<file path="config.mk">
export PLATFORM = sky130hd
export DESIGN_NAME = dram_bank_tracker
export DESIGN_NICKNAME = d
export VERILOG_FILES = /design/src/rtl/bst_pkg.sv /design/src/rtl/bst_bank_file.sv /design/src/rtl/bst_event_calc.sv /design/src/rtl/bst_idle_acct.sv /design/src/rtl/dram_bank_tracker.sv
export SDC_FILE = /design/constraint.sdc
export NUM_CORES = 2
export LEC_CHECK = 0
export BUFFER_PORTS_ARGS = -buffer_cell sky130_fd_sc_hd__buf_2
export CORE_AREA = 2 2 327 329
export CTS_BUF_LIST = sky130_fd_sc_hd__clkbuf_4 sky130_fd_sc_hd__clkbuf_8
export DETAILED_ROUTE_END_ITERATION = 7
export DIE_AREA = 0 0 329 331
export PLACE_DENSITY = 0.8
export SLEW_MARGIN = 20
export SYNTH_ARGS = -nofsm -noshare
export SYNTH_HDL_FRONTEND = slang
export SYNTH_SLANG_ARGS = --single-unit
export TNS_END_PERCENT = 30
</file>
<file path="constraint.sdc">
create_clock -name clk -period 33.9 [get_ports clk]
set_input_delay 6.78 -clock clk [delete_from_list [all_inputs] [get_ports clk]]
set_output_delay 6.78 -clock clk [all_outputs]
set_load 0.05 [all_outputs]
</file>
<file path="src/rtl/bst_pkg.sv">
package bst_pkg;
   typedef enum logic [1:0] {
      OP_NONE      = 2'd0,
      OP_ACCESS    = 2'd1,
      OP_PRECHARGE = 2'd2,
      OP_RSVD      = 2'd3
   } bst_op_e;
endpackage

</file>
<file path="src/rtl/bst_bank_file.sv">
module bst_bank_file #(
   parameter int NB     = 8,
   parameter int IDX_W  = 3,
   parameter int ROW_W  = 14,
   parameter int TW     = 32,
   parameter int BYTE_W = 16,
   parameter int ACC_W  = 8
) (
   input  logic                clk,
   input  logic                rst_n,
   input  logic                wr_en,
   input  logic [IDX_W-1:0]    wr_idx,
   input  logic [ROW_W-1:0]    wr_row,
   input  logic [TW-1:0]       wr_busy,
   input  logic [TW-1:0]       wr_tras,
   input  logic [BYTE_W-1:0]   wr_bytes,
   input  logic [ACC_W-1:0]    wr_accs,
   input  logic [IDX_W-1:0]    rd_idx,
   output logic [ROW_W-1:0]    rd_row,
   output logic [TW-1:0]       rd_busy,
   output logic [TW-1:0]       rd_tras,
   output logic [BYTE_W-1:0]   rd_bytes,
   output logic [ACC_W-1:0]    rd_accs,
   output logic [NB*ROW_W-1:0] all_row,
   output logic [NB*TW-1:0]    all_busy,
   output logic [NB*TW-1:0]    all_tras
);
   localparam logic [ROW_W-1:0] NO_ROW = '1;

   logic [ROW_W-1:0]  row_q   [NB];
   logic [TW-1:0]     busy_q  [NB];
   logic [TW-1:0]     tras_q  [NB];
   logic [BYTE_W-1:0] bytes_q [NB];
   logic [ACC_W-1:0]  accs_q  [NB];

   for (genvar b = 0; b < NB; b++) begin : g_bank
      logic hit_me;
      assign hit_me = wr_en && (wr_idx == IDX_W'(b));

      always_ff @(posedge clk) begin
         if (!rst_n) begin
            row_q[b]   <= NO_ROW;
            busy_q[b]  <= '0;
            tras_q[b]  <= '0;
            bytes_q[b] <= '0;
            accs_q[b]  <= '0;
         end else if (hit_me) begin
            row_q[b]   <= wr_row;
            busy_q[b]  <= wr_busy;
            tras_q[b]  <= wr_tras;
            bytes_q[b] <= wr_bytes;
            accs_q[b]  <= wr_accs;
         end
      end

      assign all_row[b*ROW_W +: ROW_W] = row_q[b];
      assign all_busy[b*TW +: TW]      = busy_q[b];
      assign all_tras[b*TW +: TW]      = tras_q[b];
   end

   assign rd_row   = row_q[rd_idx];
   assign rd_busy  = busy_q[rd_idx];
   assign rd_tras  = tras_q[rd_idx];
   assign rd_bytes = bytes_q[rd_idx];
   assign rd_accs  = accs_q[rd_idx];
endmodule

</file>
<file path="src/rtl/bst_event_calc.sv">
module bst_event_calc
   import bst_pkg::*;
#(
   parameter int ROW_W  = 14,
   parameter int TW     = 32,
   parameter int BYTE_W = 16,
   parameter int ACC_W  = 8,
   parameter int T_RCD  = 4,
   parameter int T_CL   = 5,
   parameter int T_RAS  = 10,
   parameter int T_RP   = 3
) (
   input  bst_op_e           op,
   input  logic              pol_closed,
   input  logic [ROW_W-1:0]  row,
   input  logic [TW-1:0]     now,
   input  logic [TW-1:0]     free_at,
   input  logic              auto_req,
   input  logic [BYTE_W-1:0] bytes,
   input  logic [ROW_W-1:0]  sel_row,
   input  logic [TW-1:0]     sel_busy,
   input  logic [TW-1:0]     sel_tras,
   input  logic [BYTE_W-1:0] sel_bytes,
   input  logic [ACC_W-1:0]  sel_accs,
   output logic              wr_en,
   output logic [ROW_W-1:0]  wr_row,
   output logic [TW-1:0]     wr_busy,
   output logic [TW-1:0]     wr_tras,
   output logic [BYTE_W-1:0] wr_bytes,
   output logic [ACC_W-1:0]  wr_accs,
   output logic              evict,
   output logic [TW-1:0]     evict_done,
   output logic              act_en,
   output logic [TW-1:0]     act_cyc,
   output logic              autop,
   output logic [TW-1:0]     auto_done
);
   localparam logic [ROW_W-1:0] NO_ROW = '1;
   localparam logic [TW-1:0]    LEAD   = TW'(T_CL + T_RCD);
   localparam logic [TW-1:0]    RAS_C  = TW'(T_RAS);
   localparam logic [TW-1:0]    RP_C   = TW'(T_RP);

   function automatic logic [TW-1:0] later(input logic [TW-1:0] a, input logic [TW-1:0] b);
      return (a > b) ? a : b;
   endfunction

   logic          is_acc, is_pre, is_open, hit, miss;
   logic [TW-1:0] tras_post;

   always_comb begin
      is_acc     = (op == OP_ACCESS);
      is_pre     = (op == OP_PRECHARGE);
      is_open    = (sel_row != NO_ROW);
      hit        = is_acc && is_open && !pol_closed && (sel_row == row);
      miss       = is_acc && !hit;
      evict      = is_open && (is_pre || miss);
      evict_done = later(later(sel_busy, sel_tras), now) + RP_C;
      act_en     = miss;
      act_cyc    = free_at - LEAD;
      tras_post  = miss ? (act_cyc + RAS_C) : sel_tras;
      autop      = is_acc && (auto_req || pol_closed);
      auto_done  = later(free_at, tras_post) + RP_C;
      wr_en      = is_acc || evict;

      if (is_acc) begin
         wr_row   = autop ? NO_ROW : row;
         wr_busy  = autop ? auto_done : free_at;
         wr_tras  = tras_post;
         wr_bytes = hit ? (sel_bytes + bytes) : bytes;
         wr_accs  = hit ? (sel_accs + ACC_W'(1)) : ACC_W'(1);
      end else begin
         wr_row   = NO_ROW;
         wr_busy  = evict_done;
         wr_tras  = sel_tras;
         wr_bytes = sel_bytes;
         wr_accs  = sel_accs;
      end
   end
endmodule

</file>
<file path="src/rtl/bst_idle_acct.sv">
module bst_idle_acct #(
   parameter int TW    = 32,
   parameter int CNT_W = 4
) (
   input  logic             clk,
   input  logic             rst_n,
   input  logic             evict,
   input  logic [TW-1:0]    evict_done,
   input  logic             act_en,
   input  logic [TW-1:0]    act_cyc,
   input  logic             autop,
   input  logic [TW-1:0]    auto_done,
   output logic [CNT_W-1:0] count,
   output logic [TW-1:0]    since,
   output logic [TW-1:0]    total
);
   function automatic logic [TW-1:0] later(input logic [TW-1:0] a, input logic [TW-1:0] b);
      return (a > b) ? a : b;
   endfunction

   logic [CNT_W-1:0] c1, c2, c3;
   logic [TW-1:0]    s1, s2, gap;

   always_comb begin
      c1  = count - (evict ? CNT_W'(1) : CNT_W'(0));
      c2  = c1 + (act_en ? CNT_W'(1) : CNT_W'(0));
      c3  = c2 - (autop ? CNT_W'(1) : CNT_W'(0));
      s1  = (evict && c1 == '0) ? later(since, evict_done) : since;
      gap = (act_en && c1 == '0 && act_cyc > s1) ? (act_cyc - s1) : '0;
      s2  = (autop && c3 == '0) ? later(s1, auto_done) : s1;
   end

   always_ff @(posedge clk) begin
      if (!rst_n) begin
         count <= '0;
         since <= '0;
         total <= '0;
      end else begin
         count <= c3;
         since <= s2;
         total <= total + gap;
      end
   end
endmodule

</file>
<file path="src/rtl/dram_bank_tracker.sv">
module dram_bank_tracker
   import bst_pkg::*;
#(
   parameter  int RANKS  = 2,
   parameter  int BANKS  = 4,
   parameter  int ROW_W  = 14,
   parameter  int TW     = 32,
   parameter  int BYTE_W = 16,
   parameter  int ACC_W  = 8,
   parameter  int T_RCD  = 4,
   parameter  int T_CL   = 5,
   parameter  int T_RAS  = 10,
   parameter  int T_RP   = 3,
   localparam int NB     = RANKS * BANKS,
   localparam int RK_W   = (RANKS > 1) ? $clog2(RANKS) : 1,
   localparam int BK_W   = (BANKS > 1) ? $clog2(BANKS) : 1,
   localparam int IDX_W  = (NB > 1) ? $clog2(NB) : 1,
   localparam int CNT_W  = $clog2(NB + 1)
) (
   input  logic                clk,
   input  logic                rst_n,
   input  logic                pol_closed,
   input  logic [1:0]          cmd_op,
   input  logic [RK_W-1:0]     cmd_rank,
   input  logic [BK_W-1:0]     cmd_bank,
   input  logic [ROW_W-1:0]    cmd_row,
   input  logic [TW-1:0]       cmd_now,
   input  logic [TW-1:0]       cmd_free_at,
   input  logic                cmd_auto,
   input  logic [BYTE_W-1:0]   cmd_bytes,
   output logic [NB*ROW_W-1:0] bank_row,
   output logic [NB*TW-1:0]    bank_busy,
   output logic [NB*TW-1:0]    bank_tras,
   output logic [CNT_W-1:0]    act_count,
   output logic [TW-1:0]       idle_since,
   output logic [TW-1:0]       idle_total,
   output logic                evict_vld,
   output logic [BYTE_W-1:0]   evict_bytes,
   output logic [ACC_W-1:0]    evict_accs,
   output logic                auto_vld,
   output logic [BYTE_W-1:0]   auto_bytes,
   output logic [ACC_W-1:0]    auto_accs
);
   if (RANKS < 1 || BANKS < 2) begin : g_bad_geometry
      $error("dram_bank_tracker: need RANKS >= 1 and BANKS >= 2");
   end
   if (ROW_W < 2 || TW < 8 || ACC_W < 1 || BYTE_W < 1) begin : g_bad_width
      $error("dram_bank_tracker: field widths too small");
   end
   if (T_RAS < T_RCD || T_RP < 1 || T_CL < 1) begin : g_bad_timing
      $error("dram_bank_tracker: inconsistent timing parameters");
   end

   logic [IDX_W-1:0]  idx;
   logic [ROW_W-1:0]  sel_row;
   logic [TW-1:0]     sel_busy, sel_tras;
   logic [BYTE_W-1:0] sel_bytes;
   logic [ACC_W-1:0]  sel_accs;
   logic              wr_en;
   logic [ROW_W-1:0]  wr_row;
   logic [TW-1:0]     wr_busy, wr_tras;
   logic [BYTE_W-1:0] wr_bytes;
   logic [ACC_W-1:0]  wr_accs;
   logic              evict, act_en, autop;
   logic [TW-1:0]     evict_done, act_cyc, auto_done;

   assign idx = IDX_W'(cmd_rank) * IDX_W'(BANKS) + IDX_W'(cmd_bank);

   bst_bank_file #(
      .NB(NB), .IDX_W(IDX_W), .ROW_W(ROW_W), .TW(TW), .BYTE_W(BYTE_W), .ACC_W(ACC_W)
   ) u_banks (
      .clk(clk), .rst_n(rst_n),
      .wr_en(wr_en), .wr_idx(idx), .wr_row(wr_row), .wr_busy(wr_busy),
      .wr_tras(wr_tras), .wr_bytes(wr_bytes), .wr_accs(wr_accs),
      .rd_idx(idx), .rd_row(sel_row), .rd_busy(sel_busy), .rd_tras(sel_tras),
      .rd_bytes(sel_bytes), .rd_accs(sel_accs),
      .all_row(bank_row), .all_busy(bank_busy), .all_tras(bank_tras)
   );

   bst_event_calc #(
      .ROW_W(ROW_W), .TW(TW), .BYTE_W(BYTE_W), .ACC_W(ACC_W),
      .T_RCD(T_RCD), .T_CL(T_CL), .T_RAS(T_RAS), .T_RP(T_RP)
   ) u_calc (
      .op(bst_op_e'(cmd_op)), .pol_closed(pol_closed), .row(cmd_row), .now(cmd_now),
      .free_at(cmd_free_at), .auto_req(cmd_auto), .bytes(cmd_bytes),
      .sel_row(sel_row), .sel_busy(sel_busy), .sel_tras(sel_tras),
      .sel_bytes(sel_bytes), .sel_accs(sel_accs),
      .wr_en(wr_en), .wr_row(wr_row), .wr_busy(wr_busy), .wr_tras(wr_tras),
      .wr_bytes(wr_bytes), .wr_accs(wr_accs),
      .evict(evict), .evict_done(evict_done), .act_en(act_en), .act_cyc(act_cyc),
      .autop(autop), .auto_done(auto_done)
   );

   bst_idle_acct #(.TW(TW), .CNT_W(CNT_W)) u_idle (
      .clk(clk), .rst_n(rst_n),
      .evict(evict), .evict_done(evict_done), .act_en(act_en), .act_cyc(act_cyc),
      .autop(autop), .auto_done(auto_done),
      .count(act_count), .since(idle_since), .total(idle_total)
   );

   always_ff @(posedge clk) begin
      if (!rst_n) begin
         evict_vld   <= 1'b0;
         evict_bytes <= '0;
         evict_accs  <= '0;
         auto_vld    <= 1'b0;
         auto_bytes  <= '0;
         auto_accs   <= '0;
      end else begin
         evict_vld   <= evict;
         evict_bytes <= sel_bytes;
         evict_accs  <= sel_accs;
         auto_vld    <= autop;
         auto_bytes  <= wr_bytes;
         auto_accs   <= wr_accs;
      end
   end
endmodule

</file>
==> flow_results.xml <==
<?xml version="1.0" encoding="UTF-8"?>
<metrics>
  <group name="status">
    <metric name="status" unit="">complete, no violations</metric>
  </group>
  <group name="timing">
    <metric name="report.final.setup_viol" unit="">0</metric>
    <metric name="grt_setup_unrepaired" unit="">no</metric>
    <metric name="timing.clock.skew" unit="ns">0.0587</metric>
    <metric name="worst_slew_margin_rel" unit="">0.173</metric>
    <metric name="slew_viol_final" unit="">0</metric>
    <metric name="tns" unit="ns">0</metric>
    <metric name="hold_slack" unit="ns">0.594</metric>
    <metric name="achievable-frequency" unit="GHz">0.0375</metric>
    <metric name="worst-slew-pin-transition" unit="ns">1.24</metric>
    <metric name="finalCriticalPeriod" unit="ns">26.69</metric>
    <metric name="finalCritPeriodShare" unit="">0.787</metric>
    <metric name="timing_hold_violations_final" unit="">0</metric>
  </group>
  <group name="detailed_routing">
    <metric name="vias_per_cell" unit="">6.31</metric>
    <metric name="drt_iter0_drc" unit="">6201</metric>
    <metric name="post_drt_wl_per_cell" unit="um">29.9</metric>
    <metric name="num_vias" unit="">44158</metric>
    <metric name="detail_route.drc_violations" unit="">0</metric>
    <metric name="wirelength" unit="um">209000</metric>
    <metric name="final_antenna_violating_net_count" unit="">0</metric>
    <metric name="first_pass_iters" unit="">8</metric>
  </group>
  <group name="floorplan">
    <metric name="die_width" unit="um">329</metric>
    <metric name="io_pins" unit="">845</metric>
    <metric name="fp-row-count" unit="">119</metric>
    <metric name="floorplan.die_area" unit="um^2">109000</metric>
    <metric name="fp.coreArea" unit="um^2">105000</metric>
    <metric name="floorplan.initialDensity" unit="">0.497</metric>
    <metric name="die_y" unit="um">331</metric>
  </group>
  <group name="placed_design">
    <metric name="hpwl" unit="um">151000</metric>
    <metric name="port_buffers" unit="">844</metric>
    <metric name="placer_congestion_estimate" unit="">0.982</metric>
  </group>
  <group name="yosys">
    <metric name="syn_inst" unit="">4654</metric>
    <metric name="yosysSeqAreaShare" unit="">0.514</metric>
    <metric name="postSynthRegisterBits" unit="">934</metric>
    <metric name="synthDistinctLibCells" unit="">114</metric>
    <metric name="yosys_warnings" unit="">0</metric>
    <metric name="async_flop_share" unit="">0</metric>
    <metric name="synth_edf_count" unit="">816</metric>
    <metric name="synth.net_count" unit="">5007</metric>
    <metric name="dominantRegCellSynth" unit="">sky130_fd_sc_hd__edfxtp_1</metric>
    <metric name="synth_area_per_cell" unit="um^2">11.2</metric>
    <metric name="syn_area" unit="um^2">52200</metric>
  </group>
  <group name="cts">
    <metric name="cts-htree-levels" unit="">4</metric>
    <metric name="tritoncts.num_buffers" unit="">152</metric>
    <metric name="setup_bufs_post_cts" unit="">0</metric>
    <metric name="cts_tree" unit="">done</metric>
    <metric name="cts_sinks" unit="">934</metric>
    <metric name="clk_latency" unit="ns">0.89</metric>
    <metric name="ctsHoldBuffers" unit="">0</metric>
    <metric name="cts.root.buffer_cell" unit="">sky130_fd_sc_hd__clkbuf_8</metric>
    <metric name="clkTransAtPathRegs" unit="ns">0.06</metric>
    <metric name="cts.repair.resized" unit="">0</metric>
    <metric name="cts.path.max_buffers" unit="">3</metric>
  </group>
  <group name="worst_setup_path">
    <metric name="critPathBufInv" unit="">7</metric>
    <metric name="r2r_slack" unit="ns">14.70</metric>
    <metric name="slowest_cell_on_the_critical_path" unit="">sky130_fd_sc_hd__buf_4</metric>
    <metric name="r2r_start" unit="">u_banks.busy_q[6][8]</metric>
    <metric name="critical_path.startpoint_type" unit="">input port</metric>
    <metric name="criticalPathCategory" unit="">input port to register</metric>
    <metric name="worst_path_most_repeated_cell" unit="">sky130_fd_sc_hd__a21o_1</metric>
    <metric name="cp_data_arrival_time" unit="ns">27.45</metric>
    <metric name="cells_on_worst_reg2reg_path" unit="">76</metric>
    <metric name="timing.critical_path.max_delay_family" unit="">compound AO/OA/AOI/OAI gates</metric>
    <metric name="worst_setup_path_end_kind" unit="">register</metric>
    <metric name="timing.critical_path.required" unit="ns">34.66</metric>
    <metric name="critical_path.reg2reg.endpoint" unit="">u_idle.total[31]</metric>
    <metric name="cp_slowest_stage_delay" unit="ns">0.97</metric>
    <metric name="critPathMaxFanout" unit="">94</metric>
  </group>
  <group name="worst_hold_path">
    <metric name="hp-start" unit="">u_idle.total[0]</metric>
    <metric name="whs_path_depth" unit="">2</metric>
    <metric name="timing.hold.worst_endpoint" unit="">u_idle.total[0]</metric>
    <metric name="worstHoldPathType" unit="">register to register</metric>
  </group>
  <group name="cells_and_area">
    <metric name="fraction_of_final_layout_cells_with_drive_strength_greater_than_1" unit="">0.269</metric>
    <metric name="top_library_cells_by_usage_in_the_layout_fill_and_taps_aside" unit="">sky130_fd_sc_hd__nor2_1 (927), sky130_fd_sc_hd__buf_2 (841), sky130_fd_sc_hd__edfxtp_1 (816)</metric>
    <metric name="layout.nets" unit="">5815</metric>
    <metric name="areaGrowthSynthToFinish" unit="%">16.5</metric>
    <metric name="layout.cells.most_common" unit="">sky130_fd_sc_hd__nor2_1</metric>
  </group>
  <group name="run">
    <metric name="maxcap_viol_count" unit="">0</metric>
  </group>
  <group name="grt">
    <metric name="grtUsageTotal" unit="">0.371</metric>
    <metric name="grt_start_max_net_pins" unit="">99</metric>
    <metric name="antenna_found_initial" unit="">35</metric>
    <metric name="grt_pass1_vias" unit="">41172</metric>
    <metric name="globalRouteOverflowTotal" unit="">0</metric>
    <metric name="grt_pass1_wl" unit="um">291000</metric>
  </group>
  <group name="pwr">
    <metric name="power.ir.vdd_worst" unit="mV">0.0377</metric>
    <metric name="static-leakage-power" unit="nW">25.3</metric>
    <metric name="power.density_cell_area" unit="nW/um^2">60.5</metric>
  </group>
</metrics>
[routing by layer]
layer | track usage | vias to the layer above | wire (um)
met5 | 0 | - | 163
met4 | 0.226 | 28 | 14900
li1 | - | 18673 | -
met1 | 0.469 | 21162 | 73300
met3 | 0.102 | 765 | 27100
met2 | 0.570 | 3530 | 93700
[worst max path at each step]
stage / depth (start not counted) / to / slack, ns / from
floorplan: 88 / u_idle.total[31] / 8.06 / cmd_bank[0]
global placement: 78 / u_idle.total[31] / 6.95 / cmd_bank[1]
detailed placement: 78 / u_idle.total[31] / 6.28 / cmd_bank[1]
CTS: 78 / u_idle.total[31] / 7.14 / cmd_bank[1]
global route: 78 / u_idle.total[31] / 5.75 / cmd_bank[1]
finish: 78 / u_idle.total[31] / 7.21 / cmd_bank[1]
[worst reg2reg max path: cells and delay by family, from the launching register on]
family | cells | cell delay [ns]
DFF | 1 | 0.40
and+or+nand+nor | 24 | 5.72
buffers and inverters | 5 | 1.18
muxes | 3 | 1.40
adders and majority gates | 5 | 1.51
AOI/OAI and AO/OA | 37 | 8.34
xor gates and xnor gates | 2 | 0.55
[Yosys cell counts, drive strengths merged, types with 99 or more instances]
cell type	n	area share
mux4	201	0.087
nor2	932	0.067
nand2	317	0.023
ha	247	0.059
edfxtp	816	0.47
o21ai	183	0.019
xnor2	123	0.021
inv	187	0.013
dfxtp	118	0.045
buf	99	0.012
a21oi	301	0.029
clkbuf	168	0.012
[cell families after synthesis]
kind of cell / count (synthesis) / share of synthesized area
buffers and inverters: 454 / 0.0379
XOR/XNOR: 180 / 0.0307
AND/OR/NAND/NOR: 1705 / 0.145
flip-flops: 934 / 0.514
AO/OA/AOI/OAI: 791 / 0.0962
multiplexers: 340 / 0.115
adder cells (fa/ha/maj): 250 / 0.0603
[report_power, final]
part	leakage, nW	switching (W)	internal (W)
Sequential	9.42	0.0000545	0.00133
Clock	1.63	0.000477	0.000545
Combinational	14.3	0.000908	0.000367
Total	25.3	0.00144	0.00224
[per-stage QoR]
| stage | setup slack (ns) | cell area [um^2] | util | instances | total power, W |
|---|---|---|---|---|---|
| final | 7.21 | 60800 | 0.580 | 6993 | 0.00368 |
| after global routing | 5.75 | 60800 | 0.579 | 6984 | 0.00381 |
| after CTS | 7.14 | 60700 | 0.579 | 6970 | 0.00365 |
| after detailed placement | 6.28 | 57600 | 0.549 | 6698 | 0.00265 |
| after global placement | 6.95 | 57600 | 0.549 | 6698 | 0.00264 |
| after floorplan | 8.06 | 52200 | - | 4654 | 0.00226 |
[registers in the layout, summed over array words and instances, names as in the netlist]
register,count
evict_accs,8
auto_accs,8
evict_bytes,16
u_banks.row_q,112
u_banks.busy_q,256
u_idle.count,4
u_banks.accs_q,64
u_idle.total,32
auto_bytes,16
u_banks.tras_q,256
evict_vld,1
u_idle.since,32
auto_vld,1
u_banks.bytes_q,128
[layout make-up]
cell class / count / area [um^2]
fill: 8683 / 44100
antenna: 22 / 55.1
tap: 1391 / 1740
timing repair buffer: 921 / 4860
clock inverter: 51 / 423
multi-input combinational: 3266 / 23500
clock buffer: 221 / 2670
sequential: 934 / 26900
inverter: 187 / 702
(Power assumes the default switching activity.)
